<file path="config.mk">
export PLATFORM = sky130hd
export DESIGN_NAME = dmag_channel
export DESIGN_NICKNAME = d
export VERILOG_FILES = /design/src/rtl/dmag_pkg.sv /design/src/rtl/dmag_addr_gen.sv /design/src/rtl/dmag_counter.sv /design/src/rtl/dmag_swap.sv /design/src/rtl/dmag_channel.sv
export SDC_FILE = /design/constraint.sdc
export NUM_CORES = 1
export LEC_CHECK = 0
export BUFFER_PORTS_ARGS = -buffer_cell sky130_fd_sc_hd__buf_2
export CAP_MARGIN = 20
export CORE_ASPECT_RATIO = 0.5
export CORE_MARGIN = 5
export CORE_UTILIZATION = 52
export CTS_CLUSTER_SIZE = 12
export DETAILED_ROUTE_END_ITERATION = 7
export MAX_ROUTING_LAYER = met4
export PLACE_DENSITY = 0.91
export SLEW_MARGIN = 20
export SYNTH_ARGS = -nofsm -noshare
export SYNTH_HDL_FRONTEND = slang
export SYNTH_SLANG_ARGS = --single-unit
</file>
<file path="constraint.sdc">
create_clock -name clk -period 3.3 [get_ports clk]
set_input_delay 0.165 -clock clk [delete_from_list [all_inputs] [get_ports clk]]
set_output_delay 0.165 -clock clk [all_outputs]
set_load 0.005 [all_outputs]
</file>
<file path="src/rtl/dmag_pkg.sv">
// Package: shared settings type and reset defaults for the DMA channel sequencer.
// Assumes: width code 3 is never meant, and is treated as 32-bit.
package dmag_pkg;

    typedef struct packed {
        logic       en;
        logic       rd_inc;
        logic       wr_inc;
        logic [1:0] size;
        logic [3:0] ring_bits;
        logic       ring_wr;
        logic       swap;
    } dmag_cfg_t;

    localparam dmag_cfg_t CFG_RESET = '{
        en:        1'b1,
        rd_inc:    1'b1,
        wr_inc:    1'b0,
        size:      2'd2,
        ring_bits: 4'd0,
        ring_wr:   1'b0,
        swap:      1'b0
    };

    // Clamp the width code so that code 3 acts as 32-bit.
    function automatic logic [1:0] size_clamp(input logic [1:0] s);
        return (s == 2'd3) ? 2'd2 : s;
    endfunction

endpackage

</file>
<file path="src/rtl/dmag_addr_gen.sv">
// Module: one address register that steps by the element width, with an optional
// aligned power-of-two wrap that keeps the bits above the window fixed.
// Assumes: load and adv are never high together; wrap_bits is 0 when this side has no ring.
module dmag_addr_gen #(
    parameter int AW = 32
) (
    input  logic          clk,
    input  logic          rst_n,
    input  logic          load,
    input  logic [AW-1:0] load_addr,
    input  logic          adv,
    input  logic          inc_en,
    input  logic [1:0]    size,
    input  logic [3:0]    wrap_bits,
    output logic [AW-1:0] addr
);
    import dmag_pkg::*;

    logic [AW-1:0] step;
    logic [AW-1:0] stepped;
    logic [AW-1:0] win_mask;
    logic [AW-1:0] next_addr;

    // Work out the step, the window mask and the next address.
    always_comb begin
        step     = AW'(1) << size_clamp(size);
        stepped  = addr + step;
        win_mask = (AW'(1) << wrap_bits) - AW'(1);
        if (wrap_bits != 4'd0)
            next_addr = (addr & ~win_mask) | (stepped & win_mask);
        else
            next_addr = stepped;
    end

    // Address register: load on start, step on each completed transfer.
    always_ff @(posedge clk) begin
        if (!rst_n)
            addr <= '0;
        else if (load)
            addr <= load_addr;
        else if (adv && inc_en)
            addr <= next_addr;
    end

    AST_UPPER_HELD: assert property (@(posedge clk) disable iff (!rst_n)
        (adv && inc_en && !load && wrap_bits != 4'd0) |=> (((addr ^ $past(addr)) & ~$past(win_mask)) == '0));
    AST_HOLD_NOINC: assert property (@(posedge clk) disable iff (!rst_n)
        (adv && !inc_en && !load) |=> $stable(addr));

endmodule

</file>
<file path="src/rtl/dmag_counter.sv">
// Module: remaining-transfer counter with busy flag and completion pulse.
// Assumes: load only arrives while idle and dec only while busy.
module dmag_counter #(
    parameter int CW = 16
) (
    input  logic          clk,
    input  logic          rst_n,
    input  logic          load,
    input  logic [CW-1:0] load_count,
    input  logic          dec,
    output logic [CW-1:0] remaining,
    output logic          busy,
    output logic          done_pulse
);

    // Count, busy and the one-cycle pulse at the end of the sequence.
    always_ff @(posedge clk) begin
        if (!rst_n) begin
            remaining  <= '0;
            busy       <= 1'b0;
            done_pulse <= 1'b0;
        end else begin
            done_pulse <= 1'b0;
            if (load) begin
                remaining <= load_count;
                busy      <= (load_count != '0);
            end else if (dec && busy) begin
                remaining <= remaining - CW'(1);
                if (remaining == CW'(1)) begin
                    busy       <= 1'b0;
                    done_pulse <= 1'b1;
                end
            end
        end
    end

    AST_BUSY_COUNT: assert property (@(posedge clk) disable iff (!rst_n)
        busy |-> (remaining != '0));
    AST_DONE_IDLE: assert property (@(posedge clk) disable iff (!rst_n)
        done_pulse |-> !busy);
    AST_DONE_SINGLE: assert property (@(posedge clk) disable iff (!rst_n)
        done_pulse |=> !done_pulse);

endmodule

</file>
<file path="src/rtl/dmag_swap.sv">
// Module: byte-lane reversal that depends on the element width.
// Assumes: DW is a multiple of 32; code 3 acts as 32-bit.
module dmag_swap #(
    parameter int DW = 32
) (
    input  logic          swap_en,
    input  logic [1:0]    size,
    input  logic [DW-1:0] din,
    output logic [DW-1:0] dout
);
    import dmag_pkg::*;

    localparam int LANES = DW / 8;

    logic [1:0] sz;
    assign sz = size_clamp(size);

    for (genvar i = 0; i < LANES; i++) begin : g_lane
        localparam int SRC_H = i ^ 1;
        localparam int SRC_W = (i & ~3) | (3 - (i & 3));
        // Pick the source byte for this lane.
        always_comb begin
            if (!swap_en || sz == 2'd0)
                dout[i*8 +: 8] = din[i*8 +: 8];
            else if (sz == 2'd1)
                dout[i*8 +: 8] = din[SRC_H*8 +: 8];
            else
                dout[i*8 +: 8] = din[SRC_W*8 +: 8];
        end
    end

endmodule

</file>
<file path="src/rtl/dmag_channel.sv">
// Module: top of the DMA channel sequencer. Holds the settings register, routes the
// ring to one side, and connects two address generators, the counter and the byte swap.
// Assumes: xfer_done is pulsed by the datapath only for transfers this channel issued.
module dmag_channel #(
    parameter int AW = 32,
    parameter int CW = 16,
    parameter int DW = 32
) (
    input  logic          clk,
    input  logic          rst_n,
    input  logic          set_wr,
    input  logic          set_en,
    input  logic          set_rd_inc,
    input  logic          set_wr_inc,
    input  logic [1:0]    set_size,
    input  logic [3:0]    set_ring_bits,
    input  logic          set_ring_wr,
    input  logic          set_swap,
    input  logic          start,
    input  logic [AW-1:0] start_rd_addr,
    input  logic [AW-1:0] start_wr_addr,
    input  logic [CW-1:0] start_count,
    input  logic          xfer_done,
    input  logic [DW-1:0] data_in,
    output logic [DW-1:0] data_out,
    output logic [AW-1:0] rd_addr,
    output logic [AW-1:0] wr_addr,
    output logic [CW-1:0] remaining,
    output logic          busy,
    output logic          issue,
    output logic          done_pulse
);
    import dmag_pkg::*;

    localparam int SIDES = 2;   // 0 = source, 1 = destination

    dmag_cfg_t cfg_q;
    logic      take_start;
    logic      take_done;

    logic [AW-1:0] side_load [SIDES];
    logic          side_inc  [SIDES];
    logic [3:0]    side_wrap [SIDES];
    logic [AW-1:0] side_addr [SIDES];

    // Settings register: written by strobe, defaults on reset.
    always_ff @(posedge clk) begin
        if (!rst_n)
            cfg_q <= CFG_RESET;
        else if (set_wr)
            cfg_q <= '{en: set_en, rd_inc: set_rd_inc, wr_inc: set_wr_inc, size: set_size,
                       ring_bits: set_ring_bits, ring_wr: set_ring_wr, swap: set_swap};
    end

    // Accept events only when enabled; a start is also refused while busy.
    always_comb begin
        take_start = start && cfg_q.en && !busy;
        take_done  = xfer_done && cfg_q.en && busy;
        issue      = busy && cfg_q.en;
    end

    // Per-side inputs: start address, stepping enable and ring window.
    always_comb begin
        side_load[0] = start_rd_addr;
        side_load[1] = start_wr_addr;
        side_inc[0]  = cfg_q.rd_inc;
        side_inc[1]  = cfg_q.wr_inc;
        side_wrap[0] = cfg_q.ring_wr ? 4'd0 : cfg_q.ring_bits;
        side_wrap[1] = cfg_q.ring_wr ? cfg_q.ring_bits : 4'd0;
    end

    for (genvar s = 0; s < SIDES; s++) begin : g_side
        dmag_addr_gen #(.AW(AW)) u_addr (
            .clk       (clk),
            .rst_n     (rst_n),
            .load      (take_start),
            .load_addr (side_load[s]),
            .adv       (take_done),
            .inc_en    (side_inc[s]),
            .size      (cfg_q.size),
            .wrap_bits (side_wrap[s]),
            .addr      (side_addr[s])
        );
    end

    assign rd_addr = side_addr[0];
    assign wr_addr = side_addr[1];

    dmag_counter #(.CW(CW)) u_count (
        .clk        (clk),
        .rst_n      (rst_n),
        .load       (take_start),
        .load_count (start_count),
        .dec        (take_done),
        .remaining  (remaining),
        .busy       (busy),
        .done_pulse (done_pulse)
    );

    dmag_swap #(.DW(DW)) u_swap (
        .swap_en (cfg_q.swap),
        .size    (cfg_q.size),
        .din     (data_in),
        .dout    (data_out)
    );

    AST_PAUSE_KEEP: assert property (@(posedge clk) disable iff (!rst_n)
        (busy && !cfg_q.en) |=> busy);
    AST_PAUSE_ADDR: assert property (@(posedge clk) disable iff (!rst_n)
        (!cfg_q.en && !set_wr && $past(!cfg_q.en)) |=> $stable(rd_addr) && $stable(remaining));
    AST_START_BUSY: assert property (@(posedge clk) disable iff (!rst_n)
        (busy && start) |=> $stable(remaining) || $past(xfer_done));

endmodule

</file>
### Yosys cells after proc, flatten, opt, wreduce, memory -nomap -nowiden

Index checks and enable logic that the tools add are counted.
W data, S select, Z words.

| word-level totals | value |
|---|---|
| register bits | 93 |
| input bits | 128 |
| output and inout port bits | 115 |
| logic and storage cells | 77 |

| operators by class | value |
|---|---|
| add/sub/neg operators | 5 |
| equality and inequality tests | 3 |
| shift operators | 3 |
| multiplexer cells | 23 |
| bitwise logic cells | 10 |
| reduce and logical (&&, ||, !) cells | 21 |

Operator list:

| operator | count |
|---|---|
| $mux W32 | 6 |
| $and A32 B32 Y32 | 4 |
| $add A32 B32 Y32 | 2 |
| $mux W8 | 8 |
| $not A32 Y32 | 2 |
| $or A32 B32 Y32 | 2 |
| $shl A1 B4 Y32 const A | 2 |
| $sub A32 B2 Y32 const B | 2 |
| $mux W16 | 2 |
| $shl A1 B2 Y32 const A | 1 |
| $eq A16 B1 Y1 const B | 1 |
| $reduce_bool A16 Y1 | 1 |
| $sub A16 B1 Y16 const B | 1 |
| $logic_and A1 B1 Y1 | 8 |
| $mux W4 | 2 |
| $reduce_bool A2 Y1 | 4 |
| $reduce_bool A4 Y1 | 2 |
| $mux W1 | 4 |
| $reduce_or A3 Y1 | 1 |
| $eq A2 B1 Y1 const B | 1 |
| $eq A2 B2 Y1 const B | 1 |
| $logic_not A1 Y1 | 2 |
| $logic_not A2 Y1 | 1 |
| $mux W2 | 1 |
| other kinds (3) | 4 |

### Logic depth before layout (Yosys ltp)

| logic depth | value |
|---|---|
| word-level depth | 9 |
| mapped depth | 12 |
| depth with buffers taken out | 9 |

### Cells and area by module

A second synthesis with hierarchy kept.

| second synthesis, totals | value |
|---|---|
| cells, all modules | 947 |
| area, all modules | 7164.4 sq um |

Modules (own cells, without submodules):

| module | instances | cells each | area each (sq um) | sequential area each (sq um) |
|---|---|---|---|---|
| dmag_addr_gen (g_side[1].u_addr) | 1 | 330 | 2467.4 | 640.6 |
| dmag_addr_gen (g_side[0].u_addr) | 1 | 322 | 2418.6 | 640.6 |
| dmag_counter | 1 | 116 | 992.2 | 360.3 |
| dmag_swap | 1 | 133 | 807.0 | 0.0 |
| dmag_channel | 1 | 46 | 479.2 | 220.2 |

### Worst setup path after synthesis

No wires, ideal clock.

| timing | value |
|---|---|
| path type | reg-to-reg |
| from | register cfg_q[1] (netlist bit) |
| to | register with a tool-made name |
| setup time | 0.073 ns |
| arrival | 2.841 ns |
| required time | 3.227 ns |
| path slack | 0.385 ns |
| stages on the path, launching flop included | 12 |
| buffers on the path | 3 |
| clock period less this slack | 2.915 ns |
| cells stage by stage | dfxtp_1 buf_2 clkbuf_1 clkbuf_1 nor2b_1 nand2_1 ha_1 or4b_1 a31o_4 a2111o_1 or3_1 o211ai_2 |

RTL lines:

| item | line | source |
|---|---|---|
| start: declaration | dmag_channel.sv:37 | `dmag_cfg_t cfg_q;` |
| start signal: assignment | dmag_channel.sv:51 | `cfg_q <= '{en: set_en, rd_inc: set_rd_inc, wr_inc: set_wr_inc, size: set_size,` |

==> results.sh <==
export IMPL_hold_violations=0
export IMPL_p_leak_nw=3.79
export IMPL_start_util=0.535
export IMPL_synthArstFlopShare=0
export IMPL_ys_types=81
export IMPL_grt_setup_unrepaired="no"
export IMPL_ys_flop_type="dfxtp_1"
export IMPL_wirelength_um=26400
export IMPL_drt_pass1_iterations=6
export IMPL_slowest_delay_ps=540
export IMPL_synth_top_family_by_area="compound AO/OA/AOI/OAI gates"
export IMPL_worst_slew_pin_slew_ps=913
export IMPL_yosys_warnings=0
export IMPL_route_vias_total=9113
export IMPL_rows=30
export IMPL_fmax_mhz=339
export IMPL_stdcell_count=1396
export IMPL_clk_pin_slew_ps=80
export IMPL_synth_adder_area_share=0.0288
export IMPL_die_h_um=93.8
export IMPL_criticalPathCategory="reg2reg"
export IMPL_syn2layout_area_growth_pct=23.8
export IMPL_yosysSeqAreaShare=0.255
export IMPL_synthesis_area_sq_mm=0.00731
export IMPL_hold_start="set_en"
export IMPL_clock_latency_ps=350
export IMPL_synth_seq_cells=93
export IMPL_hold_path_depth=3
export IMPL_timing_setup_tns_ps=0
export IMPL_maxCapViolCount=0
export IMPL_grt_pass1_vias=8510
export IMPL_num_nets_final=1341
export IMPL_synthSimpleGateAreaFrac=0.282
export IMPL_io_buffers=242
export IMPL_place_congestion=0.986
export IMPL_r2r_cells=9
export IMPL_cts_tree="done"
export IMPL_seq_area_sq_mm=0.00186
export IMPL_worstHoldPathType="in2reg"
export IMPL_cts_buffers=9
export IMPL_mostFrequentLayoutCell="buf_2"
export IMPL_die_area_sq_mm=0.0167
export IMPL_fill_cells=1187
export IMPL_final_cell_mix="buf_2, nand2_1, dfxtp_1"
export IMPL_worstPathArrival_ps=3220
export IMPL_maxSlewHeadroom=0.387
export IMPL_core_area_sq_mm=0.0137
export IMPL_dp_cells=1379
export IMPL_drc=0
export IMPL_multi_input_area_sq_mm=0.00508
export IMPL_whs_endpoint="cfg_q[10]"
export IMPL_syn_inst=988
export IMPL_timing_final_crit_share=0.893
export IMPL_cts_max_path_buffers=2
export IMPL_die_w_um=178
export IMPL_clockRootBuffer="clkbuf_16"
export IMPL_grt_max_degree=71
export IMPL_ir_drop_mv=0.259
export IMPL_grt_overflow_total=0
export IMPL_cts_repair_resize_count=0
export IMPL_grt_total_usage=0.306
export IMPL_status="finished clean"
export IMPL_io_pins=243
export IMPL_min_period_ps=2950
export IMPL_clock_skew_ps=10.5
export IMPL_synth_compound_area_frac=0.299
export IMPL_synth_edf_count=0
export IMPL_worstPathRequired_ps=3580
export IMPL_diodes=0
export IMPL_r2r_start="cfg_q[7]"
export IMPL_synth_xor_area_frac=0.0108
export IMPL_power_density_mw_per_mm2=397
export IMPL_critical_path_slowest_cell="or4_1"
export IMPL_worstPathCellList="nor2_1, ha_1, inv_1, fa_1, and3b_1, a311o_1, nand4_1, or4_1, o211ai_1"
export IMPL_drive_gt1_frac=0.258
export IMPL_whs_ps=32.2
export IMPL_grt_antenna_before_repair=0
export IMPL_htreeDepth=3
export IMPL_hold_buffers=0
export IMPL_start_kind="flip-flop"
export IMPL_vias_per_cell=6.53
export IMPL_cp_end_kind="flip-flop"
export IMPL_synthMuxAreaShare=0.0716
export IMPL_cp_max_fo=13
export IMPL_postRouteAntennaNets=0
export IMPL_cts_setup_buffers=0
export IMPL_drv_slew=0
export IMPL_dpl_hpwl_um=19500
export IMPL_finalSetupViolCount=0
export IMPL_grt_pass1_wl_um=41400
export IMPL_synth_area_per_cell_sq_um=7.40
export IMPL_reg2reg_slack_ps=350
export IMPL_route_detailed_wl_per_inst_um=18.9
export IMPL_drt_initial_drc_count=1215
export IMPL_cts_sinks=93
worst max-delay path: cells and delay by family, from the launching register on:
family,cells,cell delay [ps]
AO/OA/AOI/OAI,2,460
buffers and inverters,1,50
adder cells (fa/ha/maj),2,630
AND/OR/NAND/NOR,4,1270
flip-flops,1,460
synth_stat cells (7+ instances only):
library cell  count  share of area
clkbuf_1         57          0.029
a21oi_1          55          0.038
and4_1            7         0.0084
nand3_1          47          0.032
and2_1            9         0.0077
dfxtp_1          93           0.25
or3_1            10         0.0086
nor3_1           22          0.015
inv_1            23          0.012
nor2_1           64          0.033
buf_1            12         0.0062
nand4_1          41          0.035
a31oi_1          34          0.029
nor4_1           18          0.015
mux2i_1          50          0.068
o21a_1            9         0.0092
xor2_1            7         0.0084
or4_1            14          0.014
o21ai_0          64          0.044
o211ai_1         14          0.014
nand2_1         108          0.055
nand2b_1         10         0.0086
a22oi_1          24          0.025
ha_1             12          0.021
o31ai_1          15          0.015
o21ai_1          10         0.0068
and3_1           18          0.015
metal layers:
metal / GRT usage / wire length, um
met1: 0.391 / 10600
met2: 0.489 / 12300
met3: 0.0571 / 2940
met4: 0.107 / 598
met5: - / 0
where the power goes:
part / internal [mW] / switching (mW)
logic: 0.451 / 0.636
clock network: 0.601 / 0.513
registers: 1.23 / 0.165
total: 2.28 / 1.31
metrics by stage:
step	total power, mW	worst slack (ps)	area, sq um	util
2_1_floorplan	2.02	385	7310	-
3_3_place_gp	2.43	559	8710	0.638
3_5_place_dp	2.46	422	8710	0.638
4_1_cts	3.57	407	9020	0.660
5_1_grt	3.76	175	9040	0.662
6_report	3.60	352	9040	0.662
kinds of logic after synthesis:
family,Yosys count
other,1
AND/OR/NAND/NOR,397
flip-flops,93
adder cells (fa/ha/maj),16
AO/OA/AOI/OAI,320
XOR/XNOR,9
buffers and inverters,100
multiplexers,52
layout make-up:
cell class              count  area share
inverters                  27      0.0112
flip-flops and latches     93       0.206
repair buffers            272       0.161
clock inverters             7     0.00871
clock buffers               9      0.0249
multi-input cells         796       0.562
well taps                 192      0.0266
worst max-delay path by stage:
| stage | cells after the start | from | to | slack [ps] |
|---|---|---|---|---|
| after floorplan | 11 | cfg_q[1] | flip-flop | 390 |
| after global placement | 9 | cfg_q[7] | flip-flop | 560 |
| after detailed placement | 9 | cfg_q[7] | flip-flop | 420 |
| after CTS | 9 | cfg_q[7] | flip-flop | 410 |
| after global routing | 9 | cfg_q[7] | flip-flop | 180 |
| final | 9 | cfg_q[7] | flip-flop | 350 |
(Power assumes the default switching activity.)
